<file path="src/rtl/lin_resp_pkg.sv">
package lin_resp_pkg;
  typedef enum logic [1:0] {
    ACT_IGNORE    = 2'b00,
    ACT_PUBLISH   = 2'b01,
    ACT_SUBSCRIBE = 2'b10,
    ACT_RSVD      = 2'b11
  } node_act_e;

  typedef enum logic [2:0] {
    ST_IDLE,
    ST_HDR_TX,
    ST_HDR_RX,
    ST_DATA,
    ST_CKS
  } fsm_e;
endpackage

</file>
<file path="src/rtl/lin_pid_unit.sv">
module lin_pid_unit (
  input  logic [7:0] id_i,
  input  logic [7:0] rx_byte_i,
  input  logic       par_off_i,
  output logic [7:0] tx_byte_o,
  output logic [7:0] rx_store_o,
  output logic       par_err_o
);
  logic [1:0] tx_par, rx_par;

  always_comb begin
    tx_par[0] = id_i[0] ^ id_i[1] ^ id_i[2] ^ id_i[4];
    tx_par[1] = ~(id_i[1] ^ id_i[3] ^ id_i[4] ^ id_i[5]);
    rx_par[0] = rx_byte_i[0] ^ rx_byte_i[1] ^ rx_byte_i[2] ^ rx_byte_i[4];
    rx_par[1] = ~(rx_byte_i[1] ^ rx_byte_i[3] ^ rx_byte_i[4] ^ rx_byte_i[5]);
    tx_byte_o  = par_off_i ? id_i : {tx_par, id_i[5:0]};
    rx_store_o = par_off_i ? rx_byte_i : {2'b00, rx_byte_i[5:0]};
    par_err_o  = !par_off_i && (rx_par != rx_byte_i[7:6]);
  end
endmodule

</file>
<file path="src/rtl/lin_len_sel.sv">
module lin_len_sel #(
  parameter int LEN_W = 8
) (
  input  logic             id_mode_i,
  input  logic [LEN_W-1:0] len_i,
  input  logic [1:0]       id_bits_i,
  output logic [LEN_W-1:0] last_idx_o
);
  logic [LEN_W-1:0] id_last;

  always_comb begin
    unique case (id_bits_i)
      2'b10:   id_last = LEN_W'(3);
      2'b11:   id_last = LEN_W'(7);
      default: id_last = LEN_W'(1);
    endcase
    last_idx_o = id_mode_i ? id_last : len_i;
  end
endmodule

</file>
<file path="src/rtl/lin_cksum_acc.sv">
module lin_cksum_acc #(
  parameter int DW = 8
) (
  input  logic          clk_i,
  input  logic          rst_ni,
  input  logic          clr_i,
  input  logic          add_i,
  input  logic [DW-1:0] byte_i,
  output logic [DW-1:0] cks_o
);
  logic [DW-1:0] sum_q;
  logic [DW:0]   raw;
  logic [DW-1:0] wrapped;

  always_comb begin
    raw     = {1'b0, sum_q} + {1'b0, byte_i};
    wrapped = raw[DW-1:0] + DW'(raw[DW]);
  end

  always_ff @(posedge clk_i or negedge rst_ni) begin
    if (!rst_ni)    sum_q <= '0;
    else if (clr_i) sum_q <= '0;
    else if (add_i) sum_q <= wrapped;
  end

  assign cks_o = ~sum_q;
endmodule

</file>
<file path="src/rtl/lin_resp_ctrl.sv">
module lin_resp_ctrl
  import lin_resp_pkg::*;
#(
  parameter int LEN_W = 8
) (
  input  logic             clk_i,
  input  logic             rst_ni,
  input  logic             start_i,
  input  logic             hdr_tx_i,
  input  logic             cfg_par_off_i,
  input  logic [1:0]       cfg_act_i,
  input  logic             cfg_len_mode_i,
  input  logic [LEN_W-1:0] cfg_len_i,
  input  logic [7:0]       cfg_id_i,
  output logic [7:0]       tx_data_o,
  output logic             tx_valid_o,
  input  logic             tx_ready_i,
  input  logic [7:0]       rx_data_i,
  input  logic             rx_valid_i,
  output logic             rx_ready_o,
  input  logic [7:0]       pub_data_i,
  input  logic             pub_valid_i,
  output logic             pub_ready_o,
  output logic [7:0]       sub_data_o,
  output logic             sub_valid_o,
  output logic [7:0]       pid_o,
  output logic             pid_err_o,
  output logic             cks_err_o,
  output logic             done_o,
  output logic             busy_o
);
  fsm_e             state_q;
  node_act_e        act_q;
  logic             hdr_tx_q, par_off_q, len_mode_q;
  logic [LEN_W-1:0] len_q, cnt_q, last_idx;
  logic [7:0]       id_q, tx_pid, rx_store, cks;
  logic             par_err, is_pub, is_sub, in_resp, beat, is_last;

  lin_pid_unit u_pid (
    .id_i      (id_q),
    .rx_byte_i (rx_data_i),
    .par_off_i (par_off_q),
    .tx_byte_o (tx_pid),
    .rx_store_o(rx_store),
    .par_err_o (par_err)
  );

  lin_len_sel #(.LEN_W(LEN_W)) u_len (
    .id_mode_i (len_mode_q),
    .len_i     (len_q),
    .id_bits_i (id_q[5:4]),
    .last_idx_o(last_idx)
  );

  lin_cksum_acc #(.DW(8)) u_cks (
    .clk_i (clk_i),
    .rst_ni(rst_ni),
    .clr_i (state_q == ST_IDLE && start_i),
    .add_i (state_q == ST_DATA && beat),
    .byte_i(is_pub ? pub_data_i : rx_data_i),
    .cks_o (cks)
  );

  assign is_pub  = act_q == ACT_PUBLISH;
  assign is_sub  = act_q == ACT_SUBSCRIBE;
  assign in_resp = state_q == ST_DATA || state_q == ST_CKS;
  assign is_last = cnt_q == last_idx;

  always_comb begin
    tx_valid_o = 1'b0;
    tx_data_o  = 8'h00;
    unique case (state_q)
      ST_HDR_TX: begin tx_valid_o = 1'b1;               tx_data_o = tx_pid;     end
      ST_DATA:   begin tx_valid_o = is_pub && pub_valid_i; tx_data_o = pub_data_i; end
      ST_CKS:    begin tx_valid_o = is_pub;             tx_data_o = cks;        end
      default: ;
    endcase
    rx_ready_o  = state_q == ST_HDR_RX || (in_resp && !is_pub);
    pub_ready_o = state_q == ST_DATA && is_pub && tx_ready_i;
    beat        = is_pub ? (tx_valid_o && tx_ready_i) : (rx_valid_i && rx_ready_o);
  end

  always_ff @(posedge clk_i or negedge rst_ni) begin
    if (!rst_ni) begin
      state_q     <= ST_IDLE;
      act_q       <= ACT_IGNORE;
      hdr_tx_q    <= 1'b0;
      par_off_q   <= 1'b0;
      len_mode_q  <= 1'b0;
      len_q       <= '0;
      cnt_q       <= '0;
      id_q        <= '0;
      pid_err_o   <= 1'b0;
      cks_err_o   <= 1'b0;
      done_o      <= 1'b0;
      sub_valid_o <= 1'b0;
      sub_data_o  <= '0;
    end else begin
      done_o      <= 1'b0;
      sub_valid_o <= 1'b0;
      unique case (state_q)
        ST_IDLE: if (start_i) begin
          act_q      <= node_act_e'(cfg_act_i);
          hdr_tx_q   <= hdr_tx_i;
          par_off_q  <= cfg_par_off_i;
          len_mode_q <= cfg_len_mode_i;
          len_q      <= cfg_len_i;
          id_q       <= cfg_id_i;
          cnt_q      <= '0;
          pid_err_o  <= 1'b0;
          cks_err_o  <= 1'b0;
          state_q    <= hdr_tx_i ? ST_HDR_TX : ST_HDR_RX;
        end
        ST_HDR_TX: if (tx_ready_i) state_q <= ST_DATA;
        ST_HDR_RX: if (rx_valid_i) begin
          id_q      <= rx_store;
          pid_err_o <= par_err;
          state_q   <= ST_DATA;
        end
        ST_DATA: if (beat) begin
          if (is_sub) begin
            sub_valid_o <= 1'b1;
            sub_data_o  <= rx_data_i;
          end
          if (is_last) begin
            cnt_q   <= '0;
            state_q <= ST_CKS;
          end else begin
            cnt_q <= cnt_q + 1'b1;
          end
        end
        ST_CKS: if (beat) begin
          if (is_sub && rx_data_i != cks) cks_err_o <= 1'b1;
          done_o  <= 1'b1;
          state_q <= ST_IDLE;
        end
        default: state_q <= ST_IDLE;
      endcase
    end
  end

  assign busy_o = state_q != ST_IDLE;
  assign pid_o  = hdr_tx_q ? tx_pid : id_q;


  tx_hold_chk: assert property (@(posedge clk_i) disable iff (!rst_ni)
    tx_valid_o && !tx_ready_i |=> tx_valid_o && $stable(tx_data_o));


  pid_clear_chk: assert property (@(posedge clk_i) disable iff (!rst_ni)
    state_q == ST_HDR_RX && rx_valid_i && !par_off_q |=> pid_o[7:6] == 2'b00);


  ignore_quiet_chk: assert property (@(posedge clk_i) disable iff (!rst_ni)
    busy_o && !is_pub && !is_sub |=> !sub_valid_o && !cks_err_o);


  done_pulse_chk: assert property (@(posedge clk_i) disable iff (!rst_ni)
    done_o |=> !done_o);


  done_idle_chk: assert property (@(posedge clk_i) disable iff (!rst_ni)
    done_o |-> !busy_o);


  cnt_bound_chk: assert property (@(posedge clk_i) disable iff (!rst_ni)
    state_q == ST_DATA |-> cnt_q <= last_idx);


  sub_only_chk: assert property (@(posedge clk_i) disable iff (!rst_ni)
    $rose(sub_valid_o) |-> is_sub);

  dir_excl_chk: assert property (@(posedge clk_i) disable iff (!rst_ni)
    !(tx_valid_o && rx_ready_o));
endmodule

</file>
<file path="config.mk">
export PLATFORM = sky130hd
export DESIGN_NAME = lin_resp_ctrl
export DESIGN_NICKNAME = d
export VERILOG_FILES = /design/src/rtl/lin_resp_pkg.sv /design/src/rtl/lin_pid_unit.sv /design/src/rtl/lin_len_sel.sv /design/src/rtl/lin_cksum_acc.sv /design/src/rtl/lin_resp_ctrl.sv
export SDC_FILE = /design/constraint.sdc
export NUM_CORES = 1
export LEC_CHECK = 0
export CAP_MARGIN = 5
export CELL_PAD_IN_SITES_DETAIL_PLACEMENT = 1
export CELL_PAD_IN_SITES_GLOBAL_PLACEMENT = 1
export CORE_MARGIN = 10
export CORE_UTILIZATION = 38
export DETAILED_ROUTE_END_ITERATION = 10
export PLACE_DENSITY = 0.79
export SYNTH_ARGS = -nofsm -noshare
export SYNTH_HDL_FRONTEND = slang
export SYNTH_SLANG_ARGS = --single-unit
</file>
<file path="constraint.sdc">
create_clock -name clk_i -period 4.6 [get_ports clk_i]
set_clock_uncertainty 0.05 [all_clocks]
set_input_delay 0.69 -clock clk_i [delete_from_list [all_inputs] [get_ports clk_i]]
set_output_delay 0.69 -clock clk_i [all_outputs]
set_load 0.03 [all_outputs]
</file>
==> impl_results.md, run 1 <==
- CP max-delay cell: clkdlybuf4s50_1
- Data required time of the critical path: 3.86 ns
- # nets final: 558
- PD cells: 738 mW/mm²
- CTS tree: done
- Post-synth EDFFs: 0
- Largest family of logic cells by synthesized area: simple AND/OR/NAND/NOR gates
- R2r setup slk: 0.94 ns
- Commonest non-fill, non-tap cell in the layout: nand2_1
- Wirelength per Cell: 18.3 µm
- Ys async rst share: 1.00
- Largest buffer count on any clock path: 2
- Slew headroom: 0.452
- Worst-skew pair later-pin latency: 0.31 ns
- Dpl cell area: 0.00442 mm²
- VDD IR max: 0.262 mV
- Post-synthesis mux area share: 0.0586
- First-pass GRT wire length: 19.3 mm
- Synthesized area: 0.00365 mm²
- Reg area: 0.00130 mm²
- Net Count, Synth: 498
- Final instance area: 0.00450 mm²
- CP max stage delay: 0.72 ns
- Total negative slack: 0 ns
- Hold crit path type: primary input to async pin
- Setup bufs post-CTS: 0
- Cells after synthesis: 442
- Final ANT Viol Nets: 0
- Worst EP arrival: 3.07 ns
- DRT met1 WL: 4.98 mm
- Worst slew pin tran: 0.822 ns
- Final wirelength: 11.5 mm
- Most frequent cells in the layout: nand2_1, clkdlybuf4s50_1, dfrtp_1
- Leak: 1.97 nW
- Hold_buf cts: 0
- CP Max Fanout: 17
- Final Wtd Congestion: 0.830
- RSZ-0062 raised after global routing: false
- Vias post-DR: 3351
- Critical Path End Type: output pin
- Die H: 118 µm
- Setup CP Type: flip-flop to output pin
- Fillers: 1139
- Yosys warning count: 0
- Yosys cell types: 55
- Crit path cell chain: and2b_1 > and2_1 > nand2_1 > o21ai_0 > clkdlybuf4s50_1
- Number of max-cap violations: 0
- Most used flip-flop cell after synthesis: dfrtp_1
- Final hold vios: 0
- Sequential share of the synthesized area: 0.357
- Share of cells above drive strength 1: 0.0618
- Highest Signal Layer: met4
- Largest net degree at the start of global routing: 53
- Synthesized area per cell: 8.26 µm²
- Area growth syn-to-layout: 23.4%
- TritonRoute pass-1 iters: 4
- Post-CTS sizing: 0
- Yosys reg bits: 52
- Synth Area in Compound Gates: 0.158
- Tcrit/Tclk final: 0.828
- Vias/cell: 5.31
- CTS Buf Count: 5
- Initial drt markers: 175
- CTS root buf: clkbuf_8
- Vias in the first global route: 3664
- Starting Density: 0.393
- Total gr overflow: 0
- Metal2 WL: 5.74 mm
- DRC viols: 0
- Final setup violation count: 0
- Core area: 0.00928 mm²
- Total global-route track usage: 0.167
- DIE WIDTH: 118 µm
- Met3 wire length: 664 µm
- Outcome: completed
- Tmin final: 3.81 ns
- DIE AREA: 0.0139 mm²
- Multi-input gate area: 0.00215 mm²
- F_max: 263 MHz
- Max-slew violation count: 0
- CTS H-Tree Depth: 2
- Clk pin slew, worst setup/hold paths: 0.10 ns
- Simple-gate share of the synthesized area: 0.245
- Port bufs: 74
- Detailed Place HPWL: 9.04 mm
- Post-Synth XOR/XNOR Area: 0.0792
- Initial antenna violation count: 0
- N_diodes: 0
- Ports: 75
- Synth Area in Adders: 0.0466
- Startpoint types: flip-flop
- Row Count: 35
- Sinks on Clock Net: 52
## cells in the mapped netlist, types with 3 or more instances
library cell | n | area (µm²)
o22ai_1 | 5 | 31.3
mux2i_1 | 9 | 90.1
buf_6 | 3 | 33.8
a21oi_1 | 24 | 120
xor2_1 | 9 | 78.8
a31oi_1 | 10 | 62.6
nand2b_1 | 10 | 62.6
and2_1 | 4 | 25.0
o32ai_1 | 3 | 26.3
nor4_1 | 4 | 25.0
buf_2 | 6 | 30.0
nor3_1 | 6 | 30.0
buf_4 | 7 | 52.6
mux2_2 | 11 | 124
xnor2_1 | 24 | 210
nor2_1 | 27 | 101
o21ai_1 | 6 | 30.0
nand4_1 | 4 | 25.0
nand3_1 | 10 | 50.1
nand2_1 | 110 | 413
ha_1 | 12 | 150
o21ai_0 | 26 | 130
o31ai_1 | 3 | 22.5
dfrtp_1 | 52 | 1300
inv_1 | 15 | 56.3
clkbuf_1 | 7 | 26.3
and3_1 | 3 | 18.8
## stage by stage
stage                     cells  utilization  total power (W)  worst slack, ns  hold slack [ns]
after global routing        631        0.485          0.00361            0.574            0.487
final                       631        0.485          0.00332            0.792            0.448
after CTS                   631        0.485          0.00335            0.790            0.457
after floorplan             442            -          0.00240             1.34            0.344
after detailed placement    624        0.476          0.00308            0.581            0.436
after global placement      624        0.476          0.00300            0.729            0.425
## power breakdown
part	internal (W)	switching (W)
combinational	0.000896	0.00128
clock	0.000104	0.000160
sequential	0.000638	0.000247
## final timing paths
kind,startpoint,end,cells past startpoint
hold / removal,rst_ni,len_q[0],2
setup / recovery,state_q[0],tx_data_o[6],5
max in group asynchronous,rst_ni,sub_data_o[4],2
setup reg to reg,act_q[0],u_cks.sum_q[4],18
min in group clk_i,pid_err_o,pid_err_o,2
hold reg to reg,pid_err_o,pid_err_o,2
## flip-flops by register name (all words and copies together) (netlist names)
signal,cells
sub_data_o,8
id_q,8
u_cks.sum_q,8
hdr_tx_q,1
len_mode_q,1
len_q,8
state_q,3
cnt_q,8
sub_valid_o,1
par_off_q,1
cks_err_o,1
pid_err_o,1
act_q,2
done_o,1
## final cells by class
class                           instances  area share
Multi-Input combinational cell        351       0.476
Sequential cell                        52       0.289
Clock inverter                          2     0.00278
Inverter                               15      0.0125
Clock buffer                            5      0.0153
Tap cell                              129      0.0358
Timing Repair Buffer                   77       0.168
## logic make-up (layout without fill, tap and decap cells)
kind of cell / count (synthesis) / count (layout)
AND/OR/NAND/NOR: 192 / 192
AO/OA/AOI/OAI: 93 / 93
flip-flops: 52 / 52
buffers and inverters: 39 / 99
XOR/XNOR: 33 / 33
multiplexers: 20 / 20
adder cells (fa/ha/maj): 13 / 13
## per-layer routing
metal,up-vias,GRT usage
li1,1628,-
met1,1645,0.201
met2,68,0.287
met3,10,0.0446
met4,0,0.0402
met5,-,0
## worst max-delay path, delay by kind of cell (launching register included)
family	cells	cell delay, ns
buffers and inverters	1	0.72
and+or+nand+nor	3	1.27
DFF	1	0.62
AOI/OAI and AO/OA	1	0.14
Power figures use the tool's default switching activity.
==> inputs of run 2 (changes only) <==
clock period = 3.74 ns   (was 4.6 ns; I/O delays follow)
==> run 2 against run 1 <==
  * Worst hold slack worse by 0.30 ns
  * Die area unchanged
  * Critical path depth up 11
  * Clock power up 52%
  * Cell count up 2.4%
  * Clock-buffer cell count unchanged
  * Sequential cell count unchanged
  * Sequential share of layout area down 0.86 points
  * Non-clock buffer count up 14
  * Via count up 3.3%
  * Global-route usage up 0.97 points
  * Design area up 3.1%
==> impl_results.md, run 2 (same netlist as run 1, synthesis figures left out) <==
- CP max-delay cell: clkdlybuf4s50_1
- F_max: 295 MHz
- DIE AREA: 0.0139 mm²
- Number of max-cap violations: 0
- Place WS: 0.0172 ns
- Detailed Place HPWL: 9.76 mm
- Tmin final: 3.39 ns
- Reg2reg start: act_q[1]
- Total global-route track usage: 0.176
- Worst slew pin tran: 0.769 ns
- CTS tree: done
- Tcrit/Tclk final: 0.905
- Total gr overflow: 0
- Hold WS: 0.149 ns
- Setup CP Type: primary input to flip-flop
- First-pass GRT wire length: 20.4 mm
- Initial drt markers: 134
- # nets final: 572
- Largest buffer count on any clock path: 2
- Delay-heaviest family, CP: simple AND/OR/NAND/NOR gates
- Vias/cell: 5.36
- Data required time of the critical path: 3.93 ns
- Startpoint types: primary input
- Sinks on Clock Net: 52
- RSZ-0062 raised after global routing: false
- DIE WIDTH: 118 µm
- Final hold vios: 0
- Port bufs: 74
- Internal Pwr Total: 0.00214 W
- Wirelength per Cell: 19.0 µm
- Share of power burned in registers: 0.261
- Setup bufs post-CTS: 0
- Crit path cell chain: clkdlybuf4s50_1 > nand2_1 > nand2_1 > ha_1 > inv_1 > fa_1 > nand2b_1 > a211oi_1 > o31a_1 > o21ai_0 > nand2b_1 > ha_1 > and3_1 > nand4_1 > o211a_1 > nor3_2
- Final Wtd Congestion: 0.883
- Area growth syn-to-layout: 27.2%
- Vias in the first global route: 3852
- Row Count: 35
- Finished Core Util: 0.500
- CP startpoint: rx_data_i[0]
- Logic pwr share: 0.645
- Total negative slack: 0 ns
- Clk pin slew, worst setup/hold paths: 0.10 ns
- PnR worst setup slack: 0.354 ns
- CP Max Fanout: 3
- Largest net degree at the start of global routing: 32
- CTS H-Tree Depth: 2
- Slew headroom: 0.486
- Final wirelength: 12.3 mm
- Hold crit path type: primary input to async pin
- Switch share: 0.498
- Max-slew violation count: 0
- Leak: 2.05 nW
- CTS Buf Count: 5
- Fillers: 1128
- Sw power: 0.00212 W
- Worst-skew pair later-pin latency: 0.31 ns
- CTS root buf: clkbuf_8
- Post-CTS sizing: 0
- Ports: 75
- Share of cells above drive strength 1: 0.0909
- Worst EP arrival: 3.57 ns
- DRC viols: 0
- VDD IR max: 0.361 mV
- Initial antenna violation count: 0
- Clk pwr share: 0.094
- Die H: 118 µm
- TritonRoute pass-1 iters: 4
- Total power draw: 0.00426 W
- Most frequent cells in the layout: nand2_1, clkdlybuf4s50_1, dfrtp_1
- WP buf/inv: 2
- Commonest non-fill, non-tap cell in the layout: nand2_1
- CP max stage delay: 0.50 ns
- Starting Density: 0.393
- Core area: 0.00928 mm²
- Final setup violation count: 0
- Outcome: completed
- Hold_buf cts: 0
- PD cells: 918 mW/mm²
- Vias post-DR: 3463
- Final ANT Viol Nets: 0
- N_diodes: 0
- Critical Path End Type: flip-flop
-- run 2: cell types whose count changed in the layout (fill, tap and decap cells not counted) --
cell       change
nor2b_2        +1
bufinv_16      +1
buf_4         +14
nor2b_1        -1
-- run 2: path summary, 6_finish.rpt --
| check | end | slack [ns] | cells past startpoint |
|---|---|---|---|
| setup / recovery | u_cks.sum_q[7] | 0.35 | 16 |
| hold / removal | len_q[3] | 0.15 | 1 |
| setup reg to reg | u_cks.sum_q[7] | 0.38 | 16 |
| hold reg to reg | pid_err_o | 0.45 | 2 |
| max in group asynchronous | pid_err_o | 2.66 | 2 |
| min in group clk_i | pid_err_o | 0.45 | 2 |
-- run 2: routing by layer --
layer	global-route usage	share of wire	up-vias
met5	0	0	-
met3	0.0374	0.054	13
li1	-	-	1653
met1	0.213	0.43	1706
met4	0.0394	0.014	0
met2	0.311	0.50	91
-- run 2: layout make-up --
| class | instances | area, µm² | area share |
|---|---|---|---|
| multi-input cells | 351 | 2150 | 0.463 |
| flip-flops and latches | 52 | 1300 | 0.280 |
| repair buffers | 91 | 863 | 0.186 |
| well taps | 129 | 161 | 0.0348 |
| clock buffers | 5 | 68.8 | 0.0148 |
| inverters | 15 | 56.3 | 0.0121 |
| clock inverters | 3 | 42.5 | 0.00916 |
-- run 2: power by group through the flow --
stage	sequential [W]	clock, W	combinational (W)
after detailed placement	0.00112	0	0.00275
after floorplan	0.00106	0	0.00189
after CTS	0.00111	0.000412	0.00277
after global placement	0.00110	0	0.00266
after global routing	0.00115	0.000440	0.00303
final	0.00111	0.000401	0.00275
-- run 2: stage by stage --
step                std cells  instance area, µm²
CTS                       646                4640
global route              646                4640
global placement          638                4530
finish                    646                4640
detailed placement        638                4530
floorplan                 442                3650
